$ cat src/rtl/div_pkg.sv
package div_pkg;
  // Strobes from the sequencer to the datapath.
  typedef struct packed {
    logic load;   // capture operands
    logic step;   // perform one shift/subtract iteration
  } div_strobe_t;
endpackage

$ cat src/rtl/div_datapath.sv
module div_datapath
  import div_pkg::*;
#(
  parameter int K = 4
) (
  input  logic          clk,
  input  logic          rst,
  input  div_strobe_t   strobe,
  input  logic [2*K-1:0] dividend,
  input  logic [K-1:0]  divisor,
  output logic          tooBig,
  output logic [K-1:0]  quotient,
  output logic [K-1:0]  remainder
);
  localparam int W = K + 1;

  logic [K-1:0] remReg;
  logic [K-1:0] lowReg;
  logic [K-1:0] divReg;
  logic [W-1:0] shifted;
  logic [W-1:0] diff;
  logic         qBit;

  // Quotient would need more than K bits (covers a zero divisor).
  assign tooBig = dividend[2*K-1:K] >= divisor;

  // Shift in the next dividend bit; keep the carried-out top bit.
  assign shifted = {remReg, lowReg[K-1]};
  assign diff    = shifted - {1'b0, divReg};
  assign qBit    = ~diff[W-1];

  always_ff @(posedge clk) begin
    if (rst) begin
      remReg <= '0;
      lowReg <= '0;
      divReg <= '0;
    end else if (strobe.load) begin
      remReg <= dividend[2*K-1:K];
      lowReg <= dividend[K-1:0];
      divReg <= divisor;
    end else if (strobe.step) begin
      remReg <= qBit ? diff[K-1:0] : shifted[K-1:0];
      lowReg <= {lowReg[K-2:0], qBit};
    end
  end

  assign quotient  = lowReg;
  assign remainder = remReg;

  // each iteration leaves a partial remainder below the divisor.
  assert_rem_below_div_R2: assert property (@(posedge clk) disable iff (rst)
    strobe.step |=> (remReg < divReg));

  // the latched divisor is untouched while iterating.
  assert_div_held_R4: assert property (@(posedge clk) disable iff (rst)
    strobe.step |=> $stable(divReg));
endmodule

$ cat src/rtl/div_ctrl.sv
module div_ctrl
  import div_pkg::*;
#(
  parameter int K = 4
) (
  input  logic        clk,
  input  logic        rst,
  input  logic        start,
  input  logic        tooBig,
  output div_strobe_t strobe,
  output logic        busy,
  output logic        done,
  output logic        divErr
);
  localparam int CW = $clog2(K + 1);

  typedef enum logic {S_IDLE, S_RUN} state_t;

  state_t        state;
  logic [CW-1:0] stepCnt;

  assign busy        = (state == S_RUN);
  assign strobe.load = (state == S_IDLE) && start && !tooBig;
  assign strobe.step = busy;

  always_ff @(posedge clk) begin
    if (rst) begin
      state   <= S_IDLE;
      stepCnt <= '0;
      done    <= 1'b0;
      divErr  <= 1'b0;
    end else begin
      done <= 1'b0;
      case (state)
        S_IDLE: begin
          if (start) begin
            divErr <= tooBig;
            if (!tooBig) begin
              state   <= S_RUN;
              stepCnt <= '0;
            end
          end
        end
        S_RUN: begin
          stepCnt <= stepCnt + 1'b1;
          if (stepCnt == CW'(K - 1)) begin
            state <= S_IDLE;
            done  <= 1'b1;
          end
        end
        default: state <= S_IDLE;
      endcase
    end
  end

  // completion is a single-cycle pulse.
  assert_done_pulse_R3: assert property (@(posedge clk) disable iff (rst)
    done |=> !done);

  // the iteration count never passes K.
  assert_step_bound_R3: assert property (@(posedge clk) disable iff (rst)
    busy |-> (stepCnt < CW'(K)));

  // an overflow never produces a result.
  assert_no_overflow_R5: assert property (@(posedge clk) disable iff (rst)
    divErr |-> !done);
endmodule

$ cat src/rtl/div_restoring.sv
module div_restoring
  import div_pkg::*;
#(
  parameter int K = 4
) (
  input  logic           clk,
  input  logic           rst,
  input  logic           start,
  input  logic [2*K-1:0] dividend,
  input  logic [K-1:0]   divisor,
  output logic [K-1:0]   quotient,
  output logic [K-1:0]   remainder,
  output logic           done,
  output logic           divErr
);
  div_strobe_t strobe;
  logic        tooBig;
  logic        busy;

  div_ctrl #(.K(K)) u_ctrl (
    .clk    (clk),
    .rst    (rst),
    .start  (start),
    .tooBig (tooBig),
    .strobe (strobe),
    .busy   (busy),
    .done   (done),
    .divErr (divErr)
  );

  div_datapath #(.K(K)) u_dp (
    .clk       (clk),
    .rst       (rst),
    .strobe    (strobe),
    .dividend  (dividend),
    .divisor   (divisor),
    .tooBig    (tooBig),
    .quotient  (quotient),
    .remainder (remainder)
  );

  // results hold while idle without a start.
  assert_hold_idle_R7: assert property (@(posedge clk) disable iff (rst)
    (!busy && !start) |=> ($stable(quotient) && $stable(remainder)));
endmodule

$ cat config.mk
export PLATFORM = sky130hd
export DESIGN_NAME = div_restoring
export DESIGN_NICKNAME = d
export VERILOG_FILES = /design/src/rtl/div_pkg.sv /design/src/rtl/div_datapath.sv /design/src/rtl/div_ctrl.sv /design/src/rtl/div_restoring.sv
export SDC_FILE = /design/constraint.sdc
export NUM_CORES = 1
export LEC_CHECK = 0
export ABC_AREA = 1
export BUFFER_PORTS_ARGS = -buffer_cell sky130_fd_sc_hd__buf_2
export CAP_MARGIN = 20
export CORE_ASPECT_RATIO = 1.4
export CORE_MARGIN = 4
export CORE_UTILIZATION = 57
export CTS_CLUSTER_SIZE = 40
export DETAILED_ROUTE_END_ITERATION = 10
export HOLD_SLACK_MARGIN = 0.1
export PLACE_DENSITY = 0.83
export RECOVER_POWER = 50
export SLEW_MARGIN = 20
export SYNTH_ARGS = -nofsm -noshare
export SYNTH_HDL_FRONTEND = slang
export SYNTH_HIERARCHICAL = 1
export SYNTH_SLANG_ARGS = --single-unit
$ cat constraint.sdc
create_clock -name clk -period 2.8 [get_ports clk]
set_input_delay 0.28 -clock clk [delete_from_list [all_inputs] [get_ports clk]]
set_output_delay 0.28 -clock clk [all_outputs]
set_load 0.01 [all_outputs]
# == After elaboration in Yosys (flattened, before gate mapping) ==
# Index checks and enable logic that the tools add are counted.
# word_totals
memories,0
mem_bits_ro,0
reg_bits,18
out_inout_bits,10
ram_bits,0
in_bits,15
latch_bits,0
# classes
add_sub_neg,2
bitwise_logic,2
n_mux,13
n_reduce_logical,7
order_cmp,1
n_mul,0
n_eq_ne,3
div,0
shift,0
# op_table
operator,count
$mux 4,5
$mux 3,2
$pmux 3 s2,1
$sub 5x4->5,1
$ge 4x4->1,1
$mux 1,4
$ne 2x2->1 const B,2
$reduce_and 2->1,2
$add 3x1->3 const B,1
$eq 3x2->1 const B,1
$logic_and 1x1->1,2
$not 1->1,2
$pmux 1 s2,1
$reduce_bool 2->1,1
$reduce_or 2->1,1
$logic_not 1->1,1

# == Depth between registers and ports, before layout ==
# logic_depth
depth_word,4
ltp_mapped,17
mapped_depth_nobuf,16

# == Hierarchy ==
# Netlist, hierarchy kept.
# by_module_without_submodules
module,instances,cells_each,area_each_um2
div_datapath,1,121,865.8
div_ctrl,1,34,274.0

# == Worst setup path after synthesis ==
# OpenSTA, ideal clock, no wires.
# synth_path
path_kind,reg-to-reg
start,register u_dp.lowReg[3] (netlist: u_dp/quotient[3])
end,register u_dp.remReg[3] (netlist: u_dp/remainder[3])
setup_time_ns,0.066
setup_slack_ns,1.100
required_time_ns,2.734
stages_incl_launch_ff,13
path_buffers,0
arrival_ns,1.634
cell_sequence,dfxtp_1 inv_1 ha_1 fa_1 inv_1 nand2_1 nand2_2 nand3_4 nand2_4 nand2_2 nand2_1 nand2_1 a21oi_2
# synth_via
elab_chain_cells,4
# synth_lines
element,line_no,rtl
"start, declared",div_datapath.sv:18,logic [K-1:0] lowReg;
"start signal, assigned",div_datapath.sv:39,lowReg <= dividend[K-1:0];
"start signal, assigned",div_datapath.sv:43,"lowReg <= {lowReg[K-2:0], qBit};"
$sub 5x4->5,div_datapath.sv:29,"assign diff = shifted - {1'b0, divReg};"
$mux 4,div_datapath.sv:42,remReg <= qBit ? diff[K-1:0] : shifted[K-1:0];
$mux 4,div_datapath.sv:41,end else if (strobe.step) begin
$mux 4,div_datapath.sv:37,end else if (strobe.load) begin
"end signal, assigned",div_datapath.sv:38,remReg <= dividend[2*K-1:K];
"end signal, assigned",div_datapath.sv:42,
"end, declared",div_datapath.sv:17,logic [K-1:0] remReg;
# No other way between the ends. The select of a mux whose other input is x is not followed.
# A chain may end at the register's enable or synchronous reset.

==> out/results.ini <==
[yosys]
syn-mean-instance-area_um2 = 7.35
yosys_warnings = 6
syn_inst = 155
ys_seq_elements = 18
yosysTopAreaCellShare_pct = 31.6
synth-edff-count = 0
yosys-top-cells-area = dfxtp_1 32%, ha_1 12%, nand2_1 10%, inv_1 8.2%, nand3_1 5.7%
synth_flop_cell = dfxtp_1
synth.cell_area_mm2 = 0.00114
synth.distinct_cells = 28
seq_area_frac_synth_pct = 31.6
synth_nets = 182
netlist.top_cell.by_area = dfxtp_1
synthArstFlopShare_pct = 0

[setup_path]
max_stage_delay_ns = 0.42
end_kind = register
critical_path_buf_inv_count = 7
worstSetupPathType = primary input to register
cp_data_arrival_time_ns = 2.11
path_delay_family = buffers and inverters
crit_required_ns = 3.01
cp-start-kind = primary input
crit_path_top_delay_cell = inv_1
crit_fanout = 17
reg2reg_setup_slack_ns = 0.97
crit_top_cell = inv_1
cp_cell_sequence = clkbuf_1 > ha_1 > inv_1 > nor2_1 > o211ai_1 > nand3_1 > inv_1 > nand3_1 > inv_1 > inv_2 > nand2_1 > inv_4 > nand2_1 > a31o_1 > inv_1

[floorplan]
fp.dieArea_mm2 = 0.00279
start_util_pct = 62.5
row_count = 18
io_pins = 25
die_h_um = 60.9
die_w_um = 45.8
core_area_mm2 = 0.00182

[timing]
fin_tns_setup_ns = 0
finalHoldViolations = 0
max-slew-margin-rel_pct = 63.5
fin_crit_ns = 1.90
rsz0062_at_grt = false
worst_pin_slew_ns = 0.547
max_freq_mhz = 527
post-route-period-util_pct = 67.7
slew_viol_final = 0
skew_ns = 0.00326
setup_viol = 0

[min_path]
hold_path_class = primary input to register

[cts]
cts_tree = yes
clkTransAtPathRegs_ns = 0.10
clock_latency_ns = 0.30
clockBufferDepth = 2
cts_root_buffer = clkbuf_4
postCtsSetupBuffers = 0
cts_sinks = 18
ctsHoldBuffers = 0
cts_buffers = 3
htreeDepth = 1
cts_resized = 0

[route]
wl_per_cell_um = 12.8
via_count = 1074
drc = 0
drt-pass1-iter-count = 4
drtIter0Drc = 23
ant_nets = 0
viasPerCell = 5.37
wl_mm = 2.55

[outcome]
outcome = finished, final reports clean

[placed_design]
gp_congestion = 0.885
port_buffers = 24
hpwl_mm = 2.05

[global_routing]
antenna_found_initial = 0
grt_pass1_wl_mm = 4.13
grt_max_degree = 18
grt_pass1_vias = 992
gr-total-overflow = 0
grt.total_usage_pct = 20.5

[final_layout]
layout_common_cells = 31 x nand2_1, 25 x inv_1, 18 x dfxtp_1, 14 x nand3_1, 13 x buf_2
layout_commonest_cell = nand2_1
fin_nets = 208
fin_util_pct = 70.1
antenna_cells = 0
areaGrowthSynthToFinish_pct = 12.2
drive_above_1_share_pct = 16.7

[power_and_ir_drop]
leakage_nw = 0.632
powerDensity_mw_per_mm2 = 596
peakVddDrop_uv = 370

[flow_run]
max_cap_violations = 0

-- registers in the layout, indices dropped and copies added (netlist names) --
signal	flops
u_dp/divReg	4
u_ctrl/done	1
u_dp/remainder	4
u_ctrl/busy	1
u_ctrl/stepCnt	3
u_ctrl/divErr	1
u_dp/quotient	4
-- final timing paths --
| path | cells past startpoint | from | endpoint |
|---|---|---|---|
| worst max-delay path | 15 | dividend[5] | u_dp/quotient[2]$_SDFFE_PP0P_ |
| worst min register to register | 2 | u_ctrl/divErr$_SDFFE_PP0P_ | u_ctrl/divErr$_SDFFE_PP0P_ |
| worst max register to register | 12 | u_dp/quotient[3]$_SDFFE_PP0P_ | u_dp/remainder[3]$_SDFFE_PP0P_ |
| worst min-delay path | 3 | divisor[0] | u_dp/divReg[0]$_SDFFE_PP0P_ |
-- cell usage after synthesis (all sizes together), types with 2 or more instances --
master and instances:
a21oi 13, buf 3, nand2 35, nand3 16, a22oi 4, nand3b 2, o21ai 9, ha 11
inv 29, nor2 9, dfxtp 18
-- worst min-delay path, cell delays in order --
cell	delay (ns)
buf_2	0.09
nor2_1	0.04
nor2_1	0.09
-- metal layers --
metal	part of all wire [%]	vias up	wire (µm)	global-route usage, %
li1	-	550	-	-
met1	40	497	1020	21.0
met2	54	22	1380	38.7
met3	3.8	5	98	3.56
met4	2.0	0	50	9.76
met5	0	-	0	0
-- cell families after synthesis --
| group | after synthesis | synth area share [%] |
|---|---|---|
| AOI/OAI and AO/OA | 29 | 14.6 |
| buffers and inverters | 32 | 11.9 |
| and+or+nand+nor | 64 | 28.1 |
| DFF | 18 | 31.6 |
| adders and majority gates | 12 | 13.8 |
-- where the power goes --
group / leakage [nW] / internal [W] / total (W) / switching (W)
registers: 0.148 / 0.000281 / 0.000304 / 0.0000234
logic: 0.463 / 0.000115 / 0.000295 / 0.000180
clock network: 0.0210 / 0.0000794 / 0.000164 / 0.0000842
total: 0.632 / 0.000475 / 0.000762 / 0.000288
-- area by class of cell --
class	count	area [µm²]
multi-input cells	105	639
clock buffers	4	36.3
repair buffers	24	106
flip-flops and latches	18	360
inverters	29	111
well taps	20	25.0
fillers	167	546
-- stage by stage --
step,instances,total power [W],instance area (µm²),setup slack [ns],hold WS (ns)
3_5_place_dp,196,0.000606,1260,0.615,0.463
5_1_grt,200,0.000814,1280,0.703,0.236
3_3_place_gp,196,0.000594,1260,0.687,0.459
6_report,200,0.000762,1280,0.903,0.227
4_1_cts,200,0.000770,1300,0.929,0.226
2_1_floorplan,155,0.000537,1140,1.10,0.342
Power figures use the tool's default switching activity.
